==> src/rtl/fbp_pkg.sv <==
package fbp_pkg;

  localparam logic [7:0] CMD_ERASE_SETUP = 8'h20;
  localparam logic [7:0] CMD_ERASE_GO    = 8'hD0;
  localparam logic [7:0] CMD_PROG_SETUP  = 8'h40;
  localparam logic [7:0] CMD_STAT_READ   = 8'h70;
  localparam logic [7:0] CMD_STAT_CLEAR  = 8'h50;
  localparam logic [7:0] CMD_ARRAY_MODE  = 8'hFF;

  typedef struct packed {
    logic       loadReq;
    logic       idxClr;
    logic       idxInc;
    logic       waitLoad;
    logic       pollClr;
    logic       pollInc;
    logic       errCapture;
    logic       setTimeout;
    logic       setMismatch;
    logic       busWe;
    logic       busRe;
    logic       addrIdx;
    logic       dataSrc;
    logic       cmpSrc;
    logic [7:0] cmd;
  } fbp_strobe_t;

  typedef struct packed {
    logic idxLast;
    logic waitDone;
    logic pollExpired;
    logic ready;
    logic mismatch;
  } fbp_status_t;

endpackage

==> src/rtl/fbp_datapath.sv <==
module fbp_datapath
  import fbp_pkg::*;
#(
  parameter int BANK_BYTES = 8192,
  parameter int NUM_BANKS  = 2,
  parameter int WAIT_CYC   = 250,
  parameter int POLL_LIMIT = 1000000,
  localparam int IDX_W  = $clog2(BANK_BYTES),
  localparam int BANK_W = (NUM_BANKS > 1) ? $clog2(NUM_BANKS) : 1,
  localparam int WAIT_W = $clog2(WAIT_CYC + 1),
  localparam int POLL_W = $clog2(POLL_LIMIT + 1)
) (
  input  logic                    clk,
  input  logic                    rstN,
  input  fbp_strobe_t             stb,
  output fbp_status_t             st,
  input  logic [BANK_W-1:0]       bankSel,
  input  logic [7:0]              srcData,
  output logic [BANK_W+IDX_W-1:0] flashAddr,
  output logic [7:0]              flashWdata,
  output logic                    flashWe,
  output logic                    flashRe,
  input  logic [7:0]              flashRdata,
  output logic                    timedOut,
  output logic                    verifyFail,
  output logic [2:0]              statusErr
);

  logic [BANK_W-1:0] bankReg;
  logic [IDX_W-1:0]  idx;
  logic [WAIT_W-1:0] waitCnt;
  logic [POLL_W-1:0] pollCnt;
  logic [2:0]        errAcc;
  logic              timedOutR;
  logic              failR;
  logic [7:0]        expectByte;

  always_ff @(posedge clk or negedge rstN) begin
    if (!rstN) begin
      bankReg   <= '0;
      idx       <= '0;
      waitCnt   <= '0;
      pollCnt   <= '0;
      errAcc    <= '0;
      timedOutR <= 1'b0;
      failR     <= 1'b0;
    end else begin
      if (stb.loadReq) begin
        bankReg   <= bankSel;
        idx       <= '0;
        errAcc    <= '0;
        timedOutR <= 1'b0;
        failR     <= 1'b0;
      end else begin
        if (stb.idxClr)      idx <= '0;
        else if (stb.idxInc) idx <= idx + 1'b1;
        if (stb.errCapture)  errAcc <= errAcc | flashRdata[5:3];
        if (stb.setTimeout)  timedOutR <= 1'b1;
        if (stb.setMismatch && st.mismatch) failR <= 1'b1;
      end
      if (stb.waitLoad)      waitCnt <= WAIT_W'(WAIT_CYC - 1);
      else if (waitCnt != '0) waitCnt <= waitCnt - 1'b1;
      if (stb.pollClr)       pollCnt <= '0;
      else if (stb.pollInc)  pollCnt <= pollCnt + 1'b1;
    end
  end

  assign expectByte  = stb.cmpSrc ? srcData : 8'hFF;
  assign flashAddr   = {bankReg, (stb.addrIdx ? idx : IDX_W'(0))};
  assign flashWdata  = stb.dataSrc ? srcData : stb.cmd;
  assign flashWe     = stb.busWe;
  assign flashRe     = stb.busRe;
  assign timedOut    = timedOutR;
  assign verifyFail  = failR;
  assign statusErr   = errAcc;

  assign st.idxLast     = (idx == IDX_W'(BANK_BYTES - 1));
  assign st.waitDone    = (waitCnt == '0);
  assign st.pollExpired = (pollCnt == POLL_W'(POLL_LIMIT - 1));
  assign st.ready       = flashRdata[7];
  assign st.mismatch    = (flashRdata != expectByte);

  AST_BUS_EXCL: assert property (@(posedge clk) disable iff (!rstN)
    !(flashWe && flashRe));

  AST_NO_DATA_AFTER_TIMEOUT: assert property (@(posedge clk) disable iff (!rstN)
    timedOutR |-> !(flashWe && stb.dataSrc));

  AST_ERR_STICKY: assert property (@(posedge clk) disable iff (!rstN)
    !stb.loadReq |=> ((errAcc & $past(errAcc)) == $past(errAcc)));

endmodule

==> src/rtl/fbp_ctrl.sv <==
module fbp_ctrl
  import fbp_pkg::*;
(
  input  logic        clk,
  input  logic        rstN,
  input  logic        startErase,
  input  logic        startProgram,
  input  logic        srcValid,
  input  fbp_status_t st,
  output fbp_strobe_t stb,
  output logic        srcReady,
  output logic        busy,
  output logic        done
);

  typedef enum logic [3:0] {
    S_IDLE, S_ER_SETUP, S_ER_GO, S_PG_SETUP, S_PG_WAIT, S_PG_DATA,
    S_PO_CMD, S_PO_READ, S_PO_CHECK, S_CLR, S_RST, S_VR_READ, S_VR_CHECK,
    S_FINISH
  } fbp_state_e;

  fbp_state_e state, nextState;
  logic       isProg;
  logic       aborted;

  always_ff @(posedge clk or negedge rstN) begin
    if (!rstN) begin
      state   <= S_IDLE;
      isProg  <= 1'b0;
      aborted <= 1'b0;
    end else begin
      state <= nextState;
      if (stb.loadReq) begin
        isProg  <= !startErase;
        aborted <= 1'b0;
      end else if (stb.setTimeout) begin
        aborted <= 1'b1;
      end
    end
  end

  always_comb begin
    nextState = state;
    stb       = '0;
    srcReady  = 1'b0;
    done      = 1'b0;
    unique case (state)
      S_IDLE: begin
        if (startErase || startProgram) begin
          stb.loadReq = 1'b1;
          nextState   = startErase ? S_ER_SETUP : S_PG_SETUP;
        end
      end
      S_ER_SETUP: begin
        stb.busWe = 1'b1; stb.cmd = CMD_ERASE_SETUP;
        nextState = S_ER_GO;
      end
      S_ER_GO: begin
        stb.busWe = 1'b1; stb.cmd = CMD_ERASE_GO; stb.pollClr = 1'b1;
        nextState = S_PO_CMD;
      end
      S_PG_SETUP: begin
        stb.busWe = 1'b1; stb.addrIdx = 1'b1; stb.cmd = CMD_PROG_SETUP;
        stb.waitLoad = 1'b1;
        nextState = S_PG_WAIT;
      end
      S_PG_WAIT: begin
        if (st.waitDone) nextState = S_PG_DATA;
      end
      S_PG_DATA: begin
        if (srcValid) begin
          stb.busWe = 1'b1; stb.addrIdx = 1'b1; stb.dataSrc = 1'b1;
          stb.pollClr = 1'b1; srcReady = 1'b1;
          nextState = S_PO_CMD;
        end
      end
      S_PO_CMD: begin
        stb.busWe = 1'b1; stb.cmd = CMD_STAT_READ;
        nextState = S_PO_READ;
      end
      S_PO_READ: begin
        stb.busRe = 1'b1;
        nextState = S_PO_CHECK;
      end
      S_PO_CHECK: begin
        stb.errCapture = 1'b1;
        if (st.ready) begin
          if (isProg && !st.idxLast) begin
            stb.idxInc = 1'b1;
            nextState  = S_PG_SETUP;
          end else begin
            nextState = S_CLR;
          end
        end else if (st.pollExpired) begin
          stb.setTimeout = 1'b1;
          nextState      = S_CLR;
        end else begin
          stb.pollInc = 1'b1;
          nextState   = S_PO_CMD;
        end
      end
      S_CLR: begin
        stb.busWe = 1'b1; stb.cmd = CMD_STAT_CLEAR;
        nextState = S_RST;
      end
      S_RST: begin
        stb.busWe = 1'b1; stb.cmd = CMD_ARRAY_MODE;
        if (aborted) nextState = S_FINISH;
        else begin
          stb.idxClr = 1'b1;
          nextState  = S_VR_READ;
        end
      end
      S_VR_READ: begin
        stb.busRe = 1'b1; stb.addrIdx = 1'b1;
        nextState = S_VR_CHECK;
      end
      S_VR_CHECK: begin
        if (!isProg || srcValid) begin
          stb.cmpSrc      = isProg;
          stb.setMismatch = 1'b1;
          srcReady        = isProg;
          if (st.idxLast) nextState = S_FINISH;
          else begin
            stb.idxInc = 1'b1;
            nextState  = S_VR_READ;
          end
        end
      end
      S_FINISH: begin
        done      = 1'b1;
        nextState = S_IDLE;
      end
      default: nextState = S_IDLE;
    endcase
  end

  assign busy = (state != S_IDLE);

  AST_DONE_PULSE: assert property (@(posedge clk) disable iff (!rstN)
    done |=> !done);

  AST_BUSY_HOLD: assert property (@(posedge clk) disable iff (!rstN)
    (busy && !done) |=> busy);

  AST_SRC_HANDSHAKE: assert property (@(posedge clk) disable iff (!rstN)
    srcReady |-> srcValid);

  AST_IDLE_QUIET: assert property (@(posedge clk) disable iff (!rstN)
    !busy |-> !(stb.busWe || stb.busRe));

endmodule

==> src/rtl/flash_bank_prog.sv <==
module flash_bank_prog
  import fbp_pkg::*;
#(
  parameter int BANK_BYTES = 8192,
  parameter int NUM_BANKS  = 2,
  parameter int CLK_MHZ    = 250,
  parameter int POLL_LIMIT = 1000000,
  localparam int IDX_W    = $clog2(BANK_BYTES),
  localparam int BANK_W   = (NUM_BANKS > 1) ? $clog2(NUM_BANKS) : 1,
  localparam int WAIT_CYC = (CLK_MHZ < 1) ? 1 : CLK_MHZ
) (
  input  logic                    clk,
  input  logic                    rstN,
  input  logic                    startErase,
  input  logic                    startProgram,
  input  logic [BANK_W-1:0]       bankSel,
  input  logic                    srcValid,
  input  logic [7:0]              srcData,
  output logic                    srcReady,
  output logic [BANK_W+IDX_W-1:0] flashAddr,
  output logic [7:0]              flashWdata,
  output logic                    flashWe,
  output logic                    flashRe,
  input  logic [7:0]              flashRdata,
  output logic                    busy,
  output logic                    done,
  output logic                    timedOut,
  output logic                    verifyFail,
  output logic [2:0]              statusErr
);

  fbp_strobe_t stb;
  fbp_status_t st;

  fbp_ctrl u_ctrl (
    .clk         (clk),
    .rstN        (rstN),
    .startErase  (startErase),
    .startProgram(startProgram),
    .srcValid    (srcValid),
    .st          (st),
    .stb         (stb),
    .srcReady    (srcReady),
    .busy        (busy),
    .done        (done)
  );

  fbp_datapath #(
    .BANK_BYTES(BANK_BYTES),
    .NUM_BANKS (NUM_BANKS),
    .WAIT_CYC  (WAIT_CYC),
    .POLL_LIMIT(POLL_LIMIT)
  ) u_dp (
    .clk       (clk),
    .rstN      (rstN),
    .stb       (stb),
    .st        (st),
    .bankSel   (bankSel),
    .srcData   (srcData),
    .flashAddr (flashAddr),
    .flashWdata(flashWdata),
    .flashWe   (flashWe),
    .flashRe   (flashRe),
    .flashRdata(flashRdata),
    .timedOut  (timedOut),
    .verifyFail(verifyFail),
    .statusErr (statusErr)
  );

endmodule

==> config.mk <==
export PLATFORM = sky130hd
export DESIGN_NAME = flash_bank_prog
export DESIGN_NICKNAME = d
export VERILOG_FILES = /design/src/rtl/fbp_pkg.sv /design/src/rtl/fbp_datapath.sv /design/src/rtl/fbp_ctrl.sv /design/src/rtl/flash_bank_prog.sv
export SDC_FILE = /design/constraint.sdc
export NUM_CORES = 1
export LEC_CHECK = 0
export BUFFER_PORTS_ARGS = -buffer_cell sky130_fd_sc_hd__buf_2
export CORE_ASPECT_RATIO = 1.2
export CORE_MARGIN = 2
export CORE_UTILIZATION = 50
export CTS_BUF_LIST = sky130_fd_sc_hd__clkbuf_4 sky130_fd_sc_hd__clkbuf_8
export DETAILED_ROUTE_END_ITERATION = 10
export PLACE_DENSITY_LB_ADDON = 0.15
export REMOVE_ABC_BUFFERS = 1
export SLEW_MARGIN = 25
export SYNTH_ARGS = -nofsm -noshare
export SYNTH_HDL_FRONTEND = slang
export SYNTH_SLANG_ARGS = --single-unit
==> constraint.sdc <==
create_clock -name clk -period 1.82 [get_ports clk]
set_input_delay 0.364 -clock clk [delete_from_list [all_inputs] [get_ports clk]]
set_output_delay 0.364 -clock clk [all_outputs]
set_load 0.02 [all_outputs]
* Word-level counts from Yosys, hierarchy flattened *
Cells that the tools add are included.

storage, ports and cells
  bits in registers = 52
  logic and storage cells = 110

operators by class
  add/subtract/negate cells = 3
  equal/unequal tests = 20
  muxes and demuxes = 56
  bitwise logic cells = 1
  reductions and logical operators = 21

operator list
  operator               count
  $mux 13                4
  $pmux 4 s13            1
  $pmux 8 s6             1
  $mux 20                2
  $mux 8                 4
  $mux 4                 7
  $mux 1                 25
  $eq 4x4->1 const B     6
  $add 20x1->20 const B  1
  $eq 20x20->1 const B   1
  $eq 4x3->1 const B     4
  $mux 3                 5
  $add 13x1->13 const B  1
  $eq 13x13->1 const B   1
  $pmux 1 s2             5
  $reduce_bool 2->1      5
  $eq 4x2->1 const B     2
  $logic_not 8->1        1
  $ne 8x8->1             1
  $reduce_bool 8->1      1
  $sub 8x1->8 const B    1
  $reduce_or 6->1        1
  $eq 4x1->1 const B     1
  $logic_not 4->1        1
  other kinds (11)       19

* Depth between registers and ports, before layout *
  depth in word-level cells = 9
  gate-level depth with buffers = 8
  gate-level depth less buffers = 7

* Hierarchy *
From an unflattened synthesis, not the netlist that was laid out.

second synthesis, totals
  cells, all modules = 385
  area total of the unflattened synthesis = 3,363.2 sq um

modules (own cells, without submodules)
  module        times used  cells each  area an instance (sq um)  seq. area each (sq um)
  fbp_datapath  1           279         2,648.8                   1,176.1
  fbp_ctrl      1           106         714.4                     150.1

* Worst setup path after synthesis *
OpenSTA, ideal clock, no wires.

  path type = register -> register
  start = reg u_ctrl.state[0]
  end = reg u_dp.bankReg
  setup time = 0.125 ns
  arrival = 1.937 ns
  required time = 1.695 ns
  path slack = -0.242 ns
  stages on the path, launching flop included = 6
  buffers on the path = 1
  period minus slack after synthesis = 2.062 ns
  path through = dfrtp_1 > clkbuf_1 > nor4_1 > inv_1 > nor2_1 > mux2_2

on the way
  cells in the longest elaborated chain, start to end = 2

RTL lines
  item                      line                text
  start: declaration        fbp_ctrl.sv:22      fbp_state_e state, nextState;
  start signal: assignment  fbp_ctrl.sv:32      state <= nextState;
  $logic_not 4->1           fbp_ctrl.sv:47      unique case (state)
  $mux 1                    fbp_ctrl.sv:47
  end signal: assignment    fbp_datapath.sv:49  bankReg <= bankSel;
  end: declaration          fbp_datapath.sv:29  logic [BANK_W-1:0] bankReg;

No other way between the ends.
A chain may end at the register's enable or synchronous reset.

* Worst setup path in the final report *
  start = reg u_ctrl.state[2]
  end = out flashWdata[5]

on the way
  cells in the longest elaborated chain, start to end = 3
  elaborated cells on any way between the ends = 10
  classes of those cells = eq/ne (7); mux (3)

RTL lines
  item                                         line                   text
  $eq 4x4->1 (tied with other cells)           fbp_ctrl.sv:47
  $pmux 8 s6 / $mux 1 (equally long branches)  fbp_ctrl.sv:47
  $mux 8 (*)                                   fbp_datapath.sv:70     assign flashWdata = stb.dataSrc ? srcData : stb.cmd;
  end: declaration                             flash_bank_prog.sv:21  output logic [7:0] flashWdata,

Every way passes the cells marked *; elsewhere a longest branch is shown, timed or not.

==> flow_summary.json <==
{
  "power-per-cell-area_mw_per_mm2": 419,
  "ys_seq_area_share_pct": 38.5,
  "mostFrequentLayoutCell": "sky130_fd_sc_hd__buf_4",
  "routedWlPerCell_um": 20.2,
  "cp-end-kind": "primary output",
  "htree_levels": 2,
  "finalCoreUtilization_pct": 81.8,
  "chipWidth_um": 79.1,
  "port_buffers": 53,
  "die_h_um": 94.1,
  "peakVddDrop_mv": 0.323,
  "cts_inserted_buffers": 5,
  "grt_setup_unrepaired": "true",
  "dominant_combinational_cell_family_by_area_after_synthesis": "simple AND/OR/NAND/NOR gates",
  "regToRegEndpoint": "u_dp.idx[11]",
  "synthesized_area_fraction_occupied_by_adder_cells_pct": 1.48,
  "vias_in_the_first_global_route": 3889,
  "final_min_period_over_clock_period_pct": 118,
  "synth-edff-count": 0,
  "critPathMaxStageDelay_ns": 0.45,
  "maximum_number_of_pins_on_one_net_before_global_route_repair": 53,
  "last_weighted_congestion_value_of_the_routability_driven_placer": 0.898,
  "dr.first_iter.drc_count": 335,
  "ys_seq_elements": 52,
  "synth_simple_gate_area_share_pct": 30.7,
  "ys_dominant_reg_cell": "sky130_fd_sc_hd__dfrtp_1",
  "post_synth_instance_area_mm2": 0.00338,
  "antenna_violations_before_repair": 0,
  "r2r_cells": 6,
  "synth_largest_type_area_fraction_pct": 38.5,
  "synth_top_cells_by_area": "sky130_fd_sc_hd__dfrtp_1, sky130_fd_sc_hd__a21oi_1, sky130_fd_sc_hd__nor2_1",
  "timing.critical_path.arrival_ns": 1.79,
  "max-slew-margin-rel_pct": 40.4,
  "synth-xor-area-share_pct": 3.89,
  "dr.pass1.iters": 5,
  "design_power_total_uw": 2220,
  "required_ns": 1.46,
  "route.detailed.drc": 0,
  "critPathBufInv": 3,
  "grt_first_pass_wirelength_um": 18400,
  "ioPinCount": 54,
  "synth_area_per_cell_um2": 8.45,
  "timing.critical_path.fanout_max": 9,
  "path_class": "flip-flop to primary output",
  "cts_hold_buf": 0,
  "clock_sinks": 52,
  "totalWireLength_um": 13000,
  "cts_tree": "done",
  "postSynthCellCount": 400,
  "clockRootBuffer": "sky130_fd_sc_hd__clkbuf_8",
  "finalWorstPathRequiredPeriod_ns": 2.16,
  "final-max-slew-violation-count": 0,
  "post_synth_mux_area_share_pct": 1.55,
  "layout-drive-gt1-share_pct": 45.9,
  "pre_cts_ws_ns": -0.132,
  "cp_top_family": "buffers and inverters",
  "setup_violations": 63,
  "via_count": 4201,
  "post-dp-hpwl_um": 6540,
  "syn_to_final_growth_pct": 57.0,
  "tightestPinTransition_ns": 0.885,
  "hold_path.class": "input port to async pin",
  "r2r_slack_ns": -0.28,
  "achievable-frequency_mhz": 464,
  "mostFrequentLayoutCells": "sky130_fd_sc_hd__buf_4, sky130_fd_sc_hd__dfrtp_1, sky130_fd_sc_hd__nand2_1, sky130_fd_sc_hd__nor2_1, sky130_fd_sc_hd__buf_2",
  "detail-route-antenna-nets": 0,
  "failed_checks": "setup timing",
  "yosys_warnings": 0,
  "placed_area_mm2": 0.00422,
  "die-area_mm2": 0.00744,
  "cap_viol_max_count": 0,
  "core_region_area_mm2": 0.00649,
  "antenna-diode-count": 0,
  "cp-start-kind": "flip-flop",
  "final_nets": 584,
  "hold_violations": 0,
  "final_area_mm2": 0.00531,
  "worst_slack_ns": -0.335,
  "worst_skew_pair_latency_ns": 0.32,
  "netlist.top_cell.by_area": "sky130_fd_sc_hd__dfrtp_1",
  "gr-usage-all-layers_pct": 31.5,
  "globalRouteOverflowTotal": 0,
  "initial_utilization_pct": 52.1,
  "synth_async_sr_flop_share_pct": 100,
  "timing.critical_path.cells": "buf_4, buf_8, a21boi_0, o32ai_1, buf_2",
  "rows": 32,
  "clock_tree.buffer_depth": 2,
  "outcome": "finished with violations",
  "vias_per_cell": 6.53,
  "clk_pin_slew_ns": 0.11,
  "synth-compound-area-share_pct": 20.1,
  "crit_path_top_delay_cell": "sky130_fd_sc_hd__dfrtp_1",
  "worst_clock_skew_ns": 0.0243,
  "power_leakage_uw": 0.00247,
  "crit-reg2reg-launch": "u_ctrl.state[2]",
  "yosysUniqueCellTypes": 52
}
per-stage QoR:
| step | hold slack (ns) | setup TNS (ns) | std cells |
|---|---|---|---|
| global route | 0.0392 | -16.35 | 643 |
| CTS | 0.0471 | -6.53 | 627 |
| finish | 0.0113 | -12.74 | 643 |
| detailed placement | 0.377 | -2.19 | 590 |
| global placement | 0.376 | -0.947 | 590 |
| floorplan | 0.0684 | -16.68 | 380 |
timing repair:
| action | 4_1_cts | 5_1_grt |
|---|---|---|
| buffers inserted | 28 | 16 |
| resized for setup | 102 | 50 |
| endpoints found under the setup margin | 60 | 68 |
| cloned | 2 | 2 |
| pin swaps | 21 | 18 |
| hold endpoints to repair | 0 | 0 |
power by group:
group	leakage (uW)	switching, uW	internal [uW]
clock	0.0000642	404	542
combinational	0.00172	73.1	45.3
sequential	0.000684	2.42	1160
kinds of logic (layout without fill, tap and decap cells):
logic type / Yosys count / count (layout)
xor gates and xnor gates: 15 / 15
AOI/OAI and AO/OA: 103 / 103
buffers and inverters: 31 / 189
and+or+nand+nor: 190 / 190
adders and majority gates: 4 / 4
muxes: 5 / 5
DFF: 52 / 52
state kept, by name (all words and copies together), names as in the netlist:
signal / count
u_dp.bankReg: 1
u_dp.pollCnt: 20
u_dp.idx: 13
u_dp.waitCnt: 8
u_dp.statusErr: 3
u_dp.verifyFail: 1
u_ctrl.state: 4
u_dp.timedOut: 1
u_ctrl.isProg: 1
area by class of cell:
type	instances	area (um2)
inverters	11	41.3
clock inverters	2	60.1
well taps	85	106
repair buffers	171	1390
fillers	383	1180
flip-flops and latches	52	1310
clock buffers	5	68.8
multi-input cells	317	2330
worst reg2reg max path, stage by stage, from the launching register on:
cell and delay [ns]:
sky130_fd_sc_hd__dfrtp_1 0.45, sky130_fd_sc_hd__buf_4 0.19, sky130_fd_sc_hd__or4b_4 0.51, sky130_fd_sc_hd__o22ai_4 0.22
sky130_fd_sc_hd__nand3_4 0.11, sky130_fd_sc_hd__or4_4 0.49, sky130_fd_sc_hd__nand2_1 0.08
cells in the mapped netlist (10+ instances only):
cell type / number
sky130_fd_sc_hd__dfrtp_1: 52
sky130_fd_sc_hd__o31ai_1: 11
sky130_fd_sc_hd__nand3_1: 26
sky130_fd_sc_hd__o21ai_0: 22
sky130_fd_sc_hd__a21oi_1: 31
sky130_fd_sc_hd__clkbuf_1: 13
sky130_fd_sc_hd__nor2_1: 38
sky130_fd_sc_hd__or3_1: 11
sky130_fd_sc_hd__nand2_1: 35
sky130_fd_sc_hd__xor2_1: 12
sky130_fd_sc_hd__nand2b_1: 10
sky130_fd_sc_hd__and3_1: 22
sky130_fd_sc_hd__inv_1: 11
per-layer routing:
| layer | wire length (um) | global-route usage, % | up-vias | part of all wire (%) |
|---|---|---|---|---|
| met4 | 708 | 13.1 | 0 | 5.4 |
| met3 | 939 | 5.10 | 72 | 7.2 |
| met5 | 0 | 0 | - | 0 |
| met1 | 4650 | 35.2 | 2065 | 36 |
| met2 | 6700 | 58.6 | 263 | 52 |
| li1 | - | - | 1801 | - |
worst max path at each step:
stage	startpoint	endpoint	slack (ns)	cells past startpoint
final	u_ctrl.state[2]	flashWdata[5]	-0.34	5
after floorplan	u_ctrl.state[3]	u_dp.pollCnt[15]	-0.58	5
after CTS	u_ctrl.state[2]	flashAddr[0]	-0.21	6
after global routing	u_ctrl.state[2]	flashWdata[5]	-0.41	5
after detailed placement	u_dp.pollCnt[0]	u_dp.pollCnt[17]	-0.13	7
after global placement	u_ctrl.state[1]	u_dp.idx[11]	-0.07	5
Power figures use the tool's default switching activity.
